## config.mk

```make
export PLATFORM = sky130hd
export DESIGN_NAME = mixlen_aligner
export DESIGN_NICKNAME = d
export VERILOG_FILES = /design/src/rtl/mixlen_pkg.sv /design/src/rtl/mixlen_bytebuf.sv /design/src/rtl/mixlen_decode.sv /design/src/rtl/mixlen_aligner.sv
export SDC_FILE = /design/constraint.sdc
export NUM_CORES = 1
export LEC_CHECK = 0
export ABC_AREA = 1
export BUFFER_PORTS_ARGS = -buffer_cell sky130_fd_sc_hd__buf_2
export CAP_MARGIN = 20
export CORE_ASPECT_RATIO = 0.5
export CORE_UTILIZATION = 59
export CTS_BUF_LIST = sky130_fd_sc_hd__clkbuf_2
export CTS_CLUSTER_SIZE = 10
export DETAILED_ROUTE_END_ITERATION = 7
export PLACE_DENSITY_LB_ADDON = 0.08
export SYNTH_ARGS = -nofsm -noshare
export SYNTH_HDL_FRONTEND = slang
export SYNTH_SLANG_ARGS = --single-unit
```

## constraint.sdc

```tcl
create_clock -name clk_i -period 3.6 [get_ports clk_i]
set_clock_uncertainty 0.05 [all_clocks]
set_input_delay 0.54 -clock clk_i [delete_from_list [all_inputs] [get_ports clk_i]]
set_output_delay 0.54 -clock clk_i [all_outputs]
set_load 0.05 [all_outputs]
```

## src/rtl/mixlen_pkg.sv

```systemverilog
package mixlen_pkg;

  typedef struct packed {
    logic        len16;
    logic        is_add;
    logic [3:0]  r;
    logic [3:0]  s;
    logic [3:0]  t;
    logic [23:0] word;
  } insn_info_t;

  localparam logic [3:0] SHORT_OP_LO  = 4'd8;
  localparam logic [3:0] SHORT_OP_HI  = 4'd13;
  localparam logic [3:0] NARROW_ADD   = 4'hA;
  localparam logic [3:0] WIDE_ADD_LO  = 4'h0;
  localparam logic [7:0] WIDE_ADD_HI  = 8'h80;

  function automatic logic is_short(input logic [3:0] op0);
    return (op0 >= SHORT_OP_LO) && (op0 <= SHORT_OP_HI);
  endfunction

endpackage

```

## src/rtl/mixlen_bytebuf.sv

```systemverilog
module mixlen_bytebuf #(
  parameter int BUF_BYTES = 6,
  localparam int CNT_W = $clog2(BUF_BYTES + 1),
  localparam int W = 8 * BUF_BYTES
) (
  input  logic             clk_i,
  input  logic             rst_ni,
  input  logic             flush_i,
  input  logic [1:0]       flush_skip_i,
  input  logic             push_i,
  input  logic [31:0]      push_data_i,
  input  logic             pop_i,
  input  logic [1:0]       pop_len_i,
  output logic [23:0]      head_o,
  output logic [CNT_W-1:0] count_o,
  output logic             room_o
);

  logic [W-1:0]     data_q, data_d;
  logic [CNT_W-1:0] count_q, count_d;
  logic [1:0]       skip_q;
  logic [CNT_W-1:0] pop_n, keep, app_n;
  logic [W-1:0]     kept, placed;

  always_comb begin
    pop_n   = pop_i ? CNT_W'(pop_len_i) : '0;
    keep    = count_q - pop_n;
    app_n   = CNT_W'(4) - CNT_W'(skip_q);
    kept    = (data_q >> {pop_n, 3'b000}) & ~({W{1'b1}} << {keep, 3'b000});
    placed  = W'(push_data_i >> {skip_q, 3'b000}) << {keep, 3'b000};
    data_d  = push_i ? (kept | placed) : kept;
    count_d = keep + (push_i ? app_n : '0);
  end

  always_ff @(posedge clk_i or negedge rst_ni) begin
    if (!rst_ni) begin
      data_q  <= '0;
      count_q <= '0;
      skip_q  <= '0;
    end else if (flush_i) begin
      count_q <= '0;
      skip_q  <= flush_skip_i;
    end else begin
      data_q  <= data_d;
      count_q <= count_d;
      if (push_i) skip_q <= '0;
    end
  end

  assign head_o  = data_q[23:0];
  assign count_o = count_q;
  assign room_o  = count_q <= CNT_W'(BUF_BYTES - 4);

  assert_no_overflow_R8: assert property (@(posedge clk_i) disable iff (!rst_ni)
    count_q <= CNT_W'(BUF_BYTES));
  assert_push_fits_R8: assert property (@(posedge clk_i) disable iff (!rst_ni)
    push_i |-> (count_q + CNT_W'(4) <= CNT_W'(BUF_BYTES)));
  assert_pop_whole_R9: assert property (@(posedge clk_i) disable iff (!rst_ni)
    pop_i |-> (count_q >= CNT_W'(pop_len_i)));
  assert_flush_empties_R10: assert property (@(posedge clk_i) disable iff (!rst_ni)
    flush_i |=> (count_q == '0));

endmodule

```

## src/rtl/mixlen_decode.sv

```systemverilog
module mixlen_decode
  import mixlen_pkg::*;
#(
  parameter int CNT_W = 3
) (
  input  logic [23:0]      head_i,
  input  logic [CNT_W-1:0] count_i,
  output insn_info_t       info_o,
  output logic             whole_o
);

  logic short_w;

  always_comb begin
    short_w       = is_short(head_i[3:0]);
    info_o.len16  = short_w;
    info_o.word   = short_w ? {8'h00, head_i[15:0]} : head_i;
    info_o.r      = head_i[15:12];
    info_o.s      = head_i[11:8];
    info_o.t      = head_i[7:4];
    info_o.is_add = short_w ? (head_i[3:0] == NARROW_ADD)
                            : ((head_i[23:16] == WIDE_ADD_HI) && (head_i[3:0] == WIDE_ADD_LO));
    whole_o       = (count_i >= CNT_W'(3)) || (short_w && (count_i >= CNT_W'(2)));
  end

endmodule

```

## src/rtl/mixlen_aligner.sv

```systemverilog
module mixlen_aligner
  import mixlen_pkg::*;
#(
  parameter int ADDR_W    = 32,
  parameter int BUF_BYTES = 6
) (
  input  logic              clk_i,
  input  logic              rst_ni,
  input  logic              flush_i,
  input  logic [ADDR_W-1:0] flush_addr_i,
  input  logic              fetch_valid_i,
  output logic              fetch_ready_o,
  input  logic [31:0]       fetch_data_i,
  output logic              out_valid_o,
  input  logic              out_ready_i,
  output logic [ADDR_W-1:0] out_addr_o,
  output logic [23:0]       out_insn_o,
  output logic              out_len16_o,
  output logic [3:0]        out_r_o,
  output logic [3:0]        out_s_o,
  output logic [3:0]        out_t_o,
  output logic              out_is_add_o
);

  localparam int CNT_W = $clog2(BUF_BYTES + 1);

  logic [ADDR_W-1:0] pc_q;
  logic [23:0]       head;
  logic [CNT_W-1:0]  count;
  logic              room, whole, push, pop;
  logic [1:0]        pop_len;
  insn_info_t        info;

  assign fetch_ready_o = room && !flush_i;
  assign out_valid_o   = whole && !flush_i;
  assign push          = fetch_valid_i && fetch_ready_o;
  assign pop           = out_valid_o && out_ready_i;
  assign pop_len       = info.len16 ? 2'd2 : 2'd3;

  mixlen_bytebuf #(.BUF_BYTES(BUF_BYTES)) u_buf (
    .clk_i        (clk_i),
    .rst_ni       (rst_ni),
    .flush_i      (flush_i),
    .flush_skip_i (flush_addr_i[1:0]),
    .push_i       (push),
    .push_data_i  (fetch_data_i),
    .pop_i        (pop),
    .pop_len_i    (pop_len),
    .head_o       (head),
    .count_o      (count),
    .room_o       (room)
  );

  mixlen_decode #(.CNT_W(CNT_W)) u_dec (
    .head_i  (head),
    .count_i (count),
    .info_o  (info),
    .whole_o (whole)
  );

  always_ff @(posedge clk_i or negedge rst_ni) begin
    if (!rst_ni)      pc_q <= '0;
    else if (flush_i) pc_q <= flush_addr_i;
    else if (pop)     pc_q <= pc_q + ADDR_W'(pop_len);
  end

  assign out_addr_o   = pc_q;
  assign out_insn_o   = info.word;
  assign out_len16_o  = info.len16;
  assign out_r_o      = info.r;
  assign out_s_o      = info.s;
  assign out_t_o      = info.t;
  assign out_is_add_o = info.is_add;

  assert_addr_step_R7: assert property (@(posedge clk_i) disable iff (!rst_ni)
    (out_valid_o && out_ready_i) |=>
      out_addr_o == $past(out_addr_o) + ($past(out_len16_o) ? ADDR_W'(2) : ADDR_W'(3)));
  assert_hold_R9: assert property (@(posedge clk_i) disable iff (!rst_ni)
    (out_valid_o && !out_ready_i) |=> ($stable(out_insn_o) && $stable(out_addr_o)));
  assert_flush_addr_R10: assert property (@(posedge clk_i) disable iff (!rst_ni)
    flush_i |=> (out_addr_o == $past(flush_addr_i)));

endmodule

```

**After elaboration in Yosys (flattened, before gate mapping)**

Index checks and enable logic that the tools add are counted.

- Bitwise gates (word level): 3
- $add $sub $neg: 4
- Shifts and indexed selects: 4
- Muxes and demuxes: 11
- Reductions and logical operators: 12
- Eq/ne operators: 2
- Magnitude comparators: 5

Operator list:

| kind | number |
|---|---|
| $mux 32 | 2 |
| $and 48x48->48 | 1 |
| $mux 48 | 1 |
| $not 48->48 | 1 |
| $or 48x48->48 | 1 |
| $shl 48x6->48 | 1 |
| $shl 48x6->48 const A | 1 |
| $shr 32x5->48 | 1 |
| $shr 48x6->48 | 1 |
| $add 32x2->32 | 1 |
| $mux 24 | 1 |
| $eq 8x8->1 const B | 1 |
| $logic_and 1x1->1 | 7 |
| $ge 3x2->1 const B | 2 |
| $mux 2 | 3 |
| $mux 3 | 2 |
| $eq 4x4->1 const B | 1 |
| $ge 4x4->1 const B | 1 |
| $le 4x4->1 const B | 1 |
| $logic_not 4->1 | 1 |
| $reduce_bool 2->1 | 2 |
| $add 3x3->3 | 1 |
| $le 3x2->1 const B | 1 |
| $sub 3x2->3 const A | 1 |
| other kinds (4) | 5 |

- Input bits: 69
- Register bits: 85
- Word-level logic and storage cells: 45
- Output and inout port bits: 72

**Longest topological paths before layout**

- Depth in word-level cells: 13
- Depth in mapped cells: 18
- Gate-level depth less buffers: 16

**Hierarchy**

Synthesis repeated with hierarchy kept, for this count alone.

- Cells, all modules: 1394
- Area total of the unflattened synthesis: 8455.6 um2

By module, submodules not included:

| module | area an instance (um2) | instances | cells each | seq. area each (um2) |
|---|---|---|---|---|
| mixlen_bytebuf | 5507.8 | 1 | 921 | 1326.3 |
| mixlen_aligner | 2573.7 | 1 | 408 | 800.8 |
| mixlen_decode | 374.1 | 1 | 65 | 0.0 |

**Worst setup path before layout**

OpenSTA, ideal clock, no wires.

- Path kind: input -> register
- Start: input flush_i
- End: register u_buf.count_q[2] (netlist: u_buf.count_o[2])
- Data required time: 3.472 ns
- Arrival: 2.887 ns
- Buffers on the path: 3
- Stages: 13
- Slack: 0.585 ns
- Library setup time: 0.078 ns
- Cell sequence: buf_6 > nor2_4 > nand4_2 > clkinv_1 > ha_1 > fa_1 > buf_2 > inv_2 > buf_2 > fa_1 > xnor2_1 > o21ai_0 > a21oi_1

- Longest elaborated chain between the ends: 7
- Elaborated cells between the ends (all ways): 10
- Classes of those cells: 2 x add/sub; 3 x mux; 5 x reduce/logical

Ends and longest elaborated chain:

| element | line | source |
|---|---|---|
| start: declaration | mixlen_aligner.sv:9 | `input logic flush_i,` |
| $logic_not 1->1 | mixlen_aligner.sv:34, mixlen_aligner.sv:35 |  |
| $logic_and 1x1->1 | mixlen_aligner.sv:35 | `assign out_valid_o = whole && !flush_i;` |
| $logic_and 1x1->1 | mixlen_aligner.sv:37 | `assign pop = out_valid_o && out_ready_i;` |
| $mux 2 | mixlen_bytebuf.sv:26 | `pop_n = pop_i ? CNT_W'(pop_len_i) : '0;` |
| $sub 3x3->3 | mixlen_bytebuf.sv:27 | `keep = count_q - pop_n;` |
| $add 3x3->3 | mixlen_bytebuf.sv:32 | `count_d = keep + (push_i ? app_n : '0);` |
| $mux 3 (*) | mixlen_bytebuf.sv:40 | `end else if (flush_i) begin` |
| end signal: assignment | mixlen_bytebuf.sv:45 | `count_q <= count_d;` |
| end: declaration | mixlen_bytebuf.sv:20 | `logic [CNT_W-1:0] count_q, count_d;` |

Mark *: on every way between the ends. The rest lies on a longest branch, timed or not.
A chain may end at the register's enable or synchronous reset.

**Worst setup path after layout**

- Start: register u_buf.count_q[2] (netlist: u_buf.count_o[2])
- End: register u_buf.data_q[0]

- Longest elaborated chain between the ends: 12
- Elaborated cells between the ends (all ways): 18
- Classes of those cells: 1 x add/sub; 3 x order compare; 3 x shift; 2 x mux; 3 x bitwise; 6 x reduce/logical

Ends and longest elaborated chain:

| element | line | source |
|---|---|---|
| $ge 3x2->1 | mixlen_decode.sv:23 | `whole_o = (count_i >= CNT_W'(3)) \|\| (short_w && (count_i >= CNT_W'(2)));` |
| $logic_and 1x1->1 | mixlen_decode.sv:23 |  |
| $logic_or 1x1->1 | mixlen_decode.sv:23 |  |
| $logic_and 1x1->1 | mixlen_aligner.sv:35 |  |
| $logic_and 1x1->1 | mixlen_aligner.sv:37 |  |
| $mux 2 | mixlen_bytebuf.sv:26 |  |
| $sub 3x3->3 | mixlen_bytebuf.sv:27 |  |
| $shl 48x6->48 | mixlen_bytebuf.sv:29 | `kept = (data_q >> {pop_n, 3'b000}) & ~({W{1'b1}} << {keep, 3'b000});` |
| $not 48->48 | mixlen_bytebuf.sv:29 |  |
| $and 48x48->48 | mixlen_bytebuf.sv:29 |  |
| $or 48x48->48 | mixlen_bytebuf.sv:31 | `data_d = push_i ? (kept \| placed) : kept;` |
| $mux 48 (*) | mixlen_bytebuf.sv:31 |  |
| end signal: assignment | mixlen_bytebuf.sv:44 | `data_q <= data_d;` |
| end: declaration | mixlen_bytebuf.sv:19 | `logic [W-1:0] data_q, data_d;` |

Marks and branches as above.

==> flow_summary.yaml <==
floorplan:
  dieHeight_um: 84.2
  pin_count: 141
  core_area_um2: 12900
  start_util: 0.617
  dieArea_um2: 14000
  die_x_um: 166
  rows: 29
yosys:
  synth_flop_cell: "dfrtp_1"
  ys_top_cells_by_area: "dfrtp_1 27%, nand2_1 22%, nand3_1 11%"
  yosys-top-cells-count: "461 x nand2_1, 179 x nor2_1, 173 x nand3_1"
  ys_seq_area_frac: 0.267
  synth_cell_types: 40
  synth_top_area_frac: 0.267
  syn_area_um2: 7970
  synth_edf_count: 0
  ys_ff_latch: 85
  yosys_warnings: 0
  synthCells: 1349
  syn_avg_cell_area_um2: 5.91
  synth_fp_nets: 1425
  yosysMostFrequentCell: "nand2_1"
  async_flop_share: 1.00
  yosysTopAreaCell: "dfrtp_1"
finish:
  fill_cells: 1256
  drive_above_1_share: 0.145
  layout.nets: 1496
  area_delta_synth_final_pct: 7.64
  regArea_um2: 2130
  fin_area_um2: 8580
  post-route-util: 0.664
  multiInputGateArea_um2: 4740
placement:
  hpwl_mm: 17.8
  port_buffers: 140
  gp_congestion: 0.922
  placed_cell_area_um2: 8420
outcome:
  outcome: "complete, but fails checks"
  violations: "design-rule violations"
sta:
  tns_ns: 0
  setup_viol: 0
  hold_viol_final: 0
  clock.fmax_ghz: 0.303
  rsz0062_at_grt: "no"
  fin_crit_sh: 0.917
  slew_headroom: 0.366
  maxSlewViolCount: 0
  holdWs_ns: 0.136
  tightest_slew_ns: 0.949
  fin_crit_ns: 3.30
power_and_ir_drop:
  powerDensity_nw_per_um2: 500
  power_w: 0.00429
  ir_drop_mv: 0.266
  leakage_nw: 4.67
critical_path:
  path_max_fanout: 9
  worst_setup_path_end_kind: "register"
  critPathRequiredTime_ns: 4.02
  worstSetupPathType: "register to register"
  r2r-start: "u_buf.count_o[2]"
  worstPathArrival_ns: 3.72
  start_kind: "register"
  crit_path_start: "u_buf.count_o[2]"
route:
  via_per_inst: 5.55
  drc: 14
  wl_mm: 24.5
  firstDrtPassIters: 8
  vias: 8852
  ant_nets: 0
  drtIter0Drc: 1045
  wl_per_cell_um: 15.3
clocking:
  clk_path_buf_depth: 2
  cts_setup_buffers: 0
  h-tree-depth: 3
  cts-resized-gates: 0
  cts_buffers: 9
  cts_tree: "yes"
  clk_latency_ns: 0.55
  cts-root-buf: "clkbuf_2"
  hold_buffers: 1
  clkTransAtPathRegs_ns: 0.23
  clock_sinks: 85
grt:
  grt_max_degree: 75
  grt_pass1_vias: 7880
  antenna_found_initial: 1
  overflow: 0
  grt_pass1_wl_mm: 40.2
  groute.usage.overall: 0.359
min_path:
  min_path_type: "input pin to register"
  hold_start: "flush_addr_i[15]"
flow_run:
  maxCapViolCount: 0
cell families after synthesis:
family	count (synthesis)	share of synthesized area
simple gates	870	0.465
buf+inv	231	0.138
compound gates	134	0.0928
flops	85	0.267
xor+xnor	22	0.0242
fa+ha+maj	7	0.0129
state kept, by name, summed over array words and instances (netlist names):
register       cells
u_buf.data_q      48
u_buf.skip_q       2
out_addr_o        32
u_buf.count_o      3
critical path, cell delays in order (launching register included):
cell	delay (ns)
dfrtp_1	0.48
nor2_1	0.24
nor2_4	0.07
nand4_2	0.11
clkinv_1	0.25
ha_1	0.29
fa_1	0.53
nand2_1	0.21
clkinv_1	0.27
nand2_1	0.40
nand3_1	0.14
a22oi_1	0.18
cell type report:
type                       count  area share
antenna                        1    0.000292
inverter                     133      0.0585
timing repair buffer         158      0.0980
clock buffer                  10     0.00583
multi-input combinational   1033       0.553
tap                          170      0.0248
clock inverter                 6      0.0118
sequential                    85       0.248
placed cells by master (no fill, tap or decap), types with 3 or more instances in the layout:
cell,count
clkbuf_2,10
o21ai_1,3
nand3_1,173
xor2_1,20
o221ai_1,3
a21oi_1,59
bufinv_16,3
nand3_2,12
ha_1,5
buf_2,139
inv_2,9
o211ai_1,12
inv_1,121
nor2_1,179
nand4_1,12
nor3_2,3
nand2_1,461
nor3_1,18
o21ai_0,42
buf_4,18
clkinv_1,5
dfrtp_1,85
a31oi_1,9
metrics by stage:
stage	instances	worst slack, ns
floorplan	1349	0.585
global placement	1578	0.454
detailed placement	1578	0.363
CTS	1595	0.378
global route	1596	0.0625
finish	1596	0.298
power by group:
part	internal, W	switching (W)
sequential	0.00111	0.000180
clock	0.000295	0.000333
combinational	0.000609	0.00177
path summary, 6_finish.rpt:
kind | to | slack [ns] | depth (start not counted)
setup / recovery | u_buf.data_q[0] | 0.30 | 11
hold / removal | out_addr_o[15] | 0.14 | 3
setup reg to reg | u_buf.data_q[0] | 0.30 | 11
hold reg to reg | u_buf.data_q[25] | 0.50 | 2
max in group asynchronous | u_buf.data_q[28] | 2.20 | 3
min in group asynchronous | out_addr_o[22] | 0.54 | 2
per-layer routing:
metal  wire length, um  track usage  up-vias
met3              2980       0.0952       38
met2              9930        0.513      493
met1             11100        0.526     3916
met4               463        0.107        0
met5                 0            0        -
li1                  -            -     4405
Note: power is estimated with default switching activity, not from simulation.
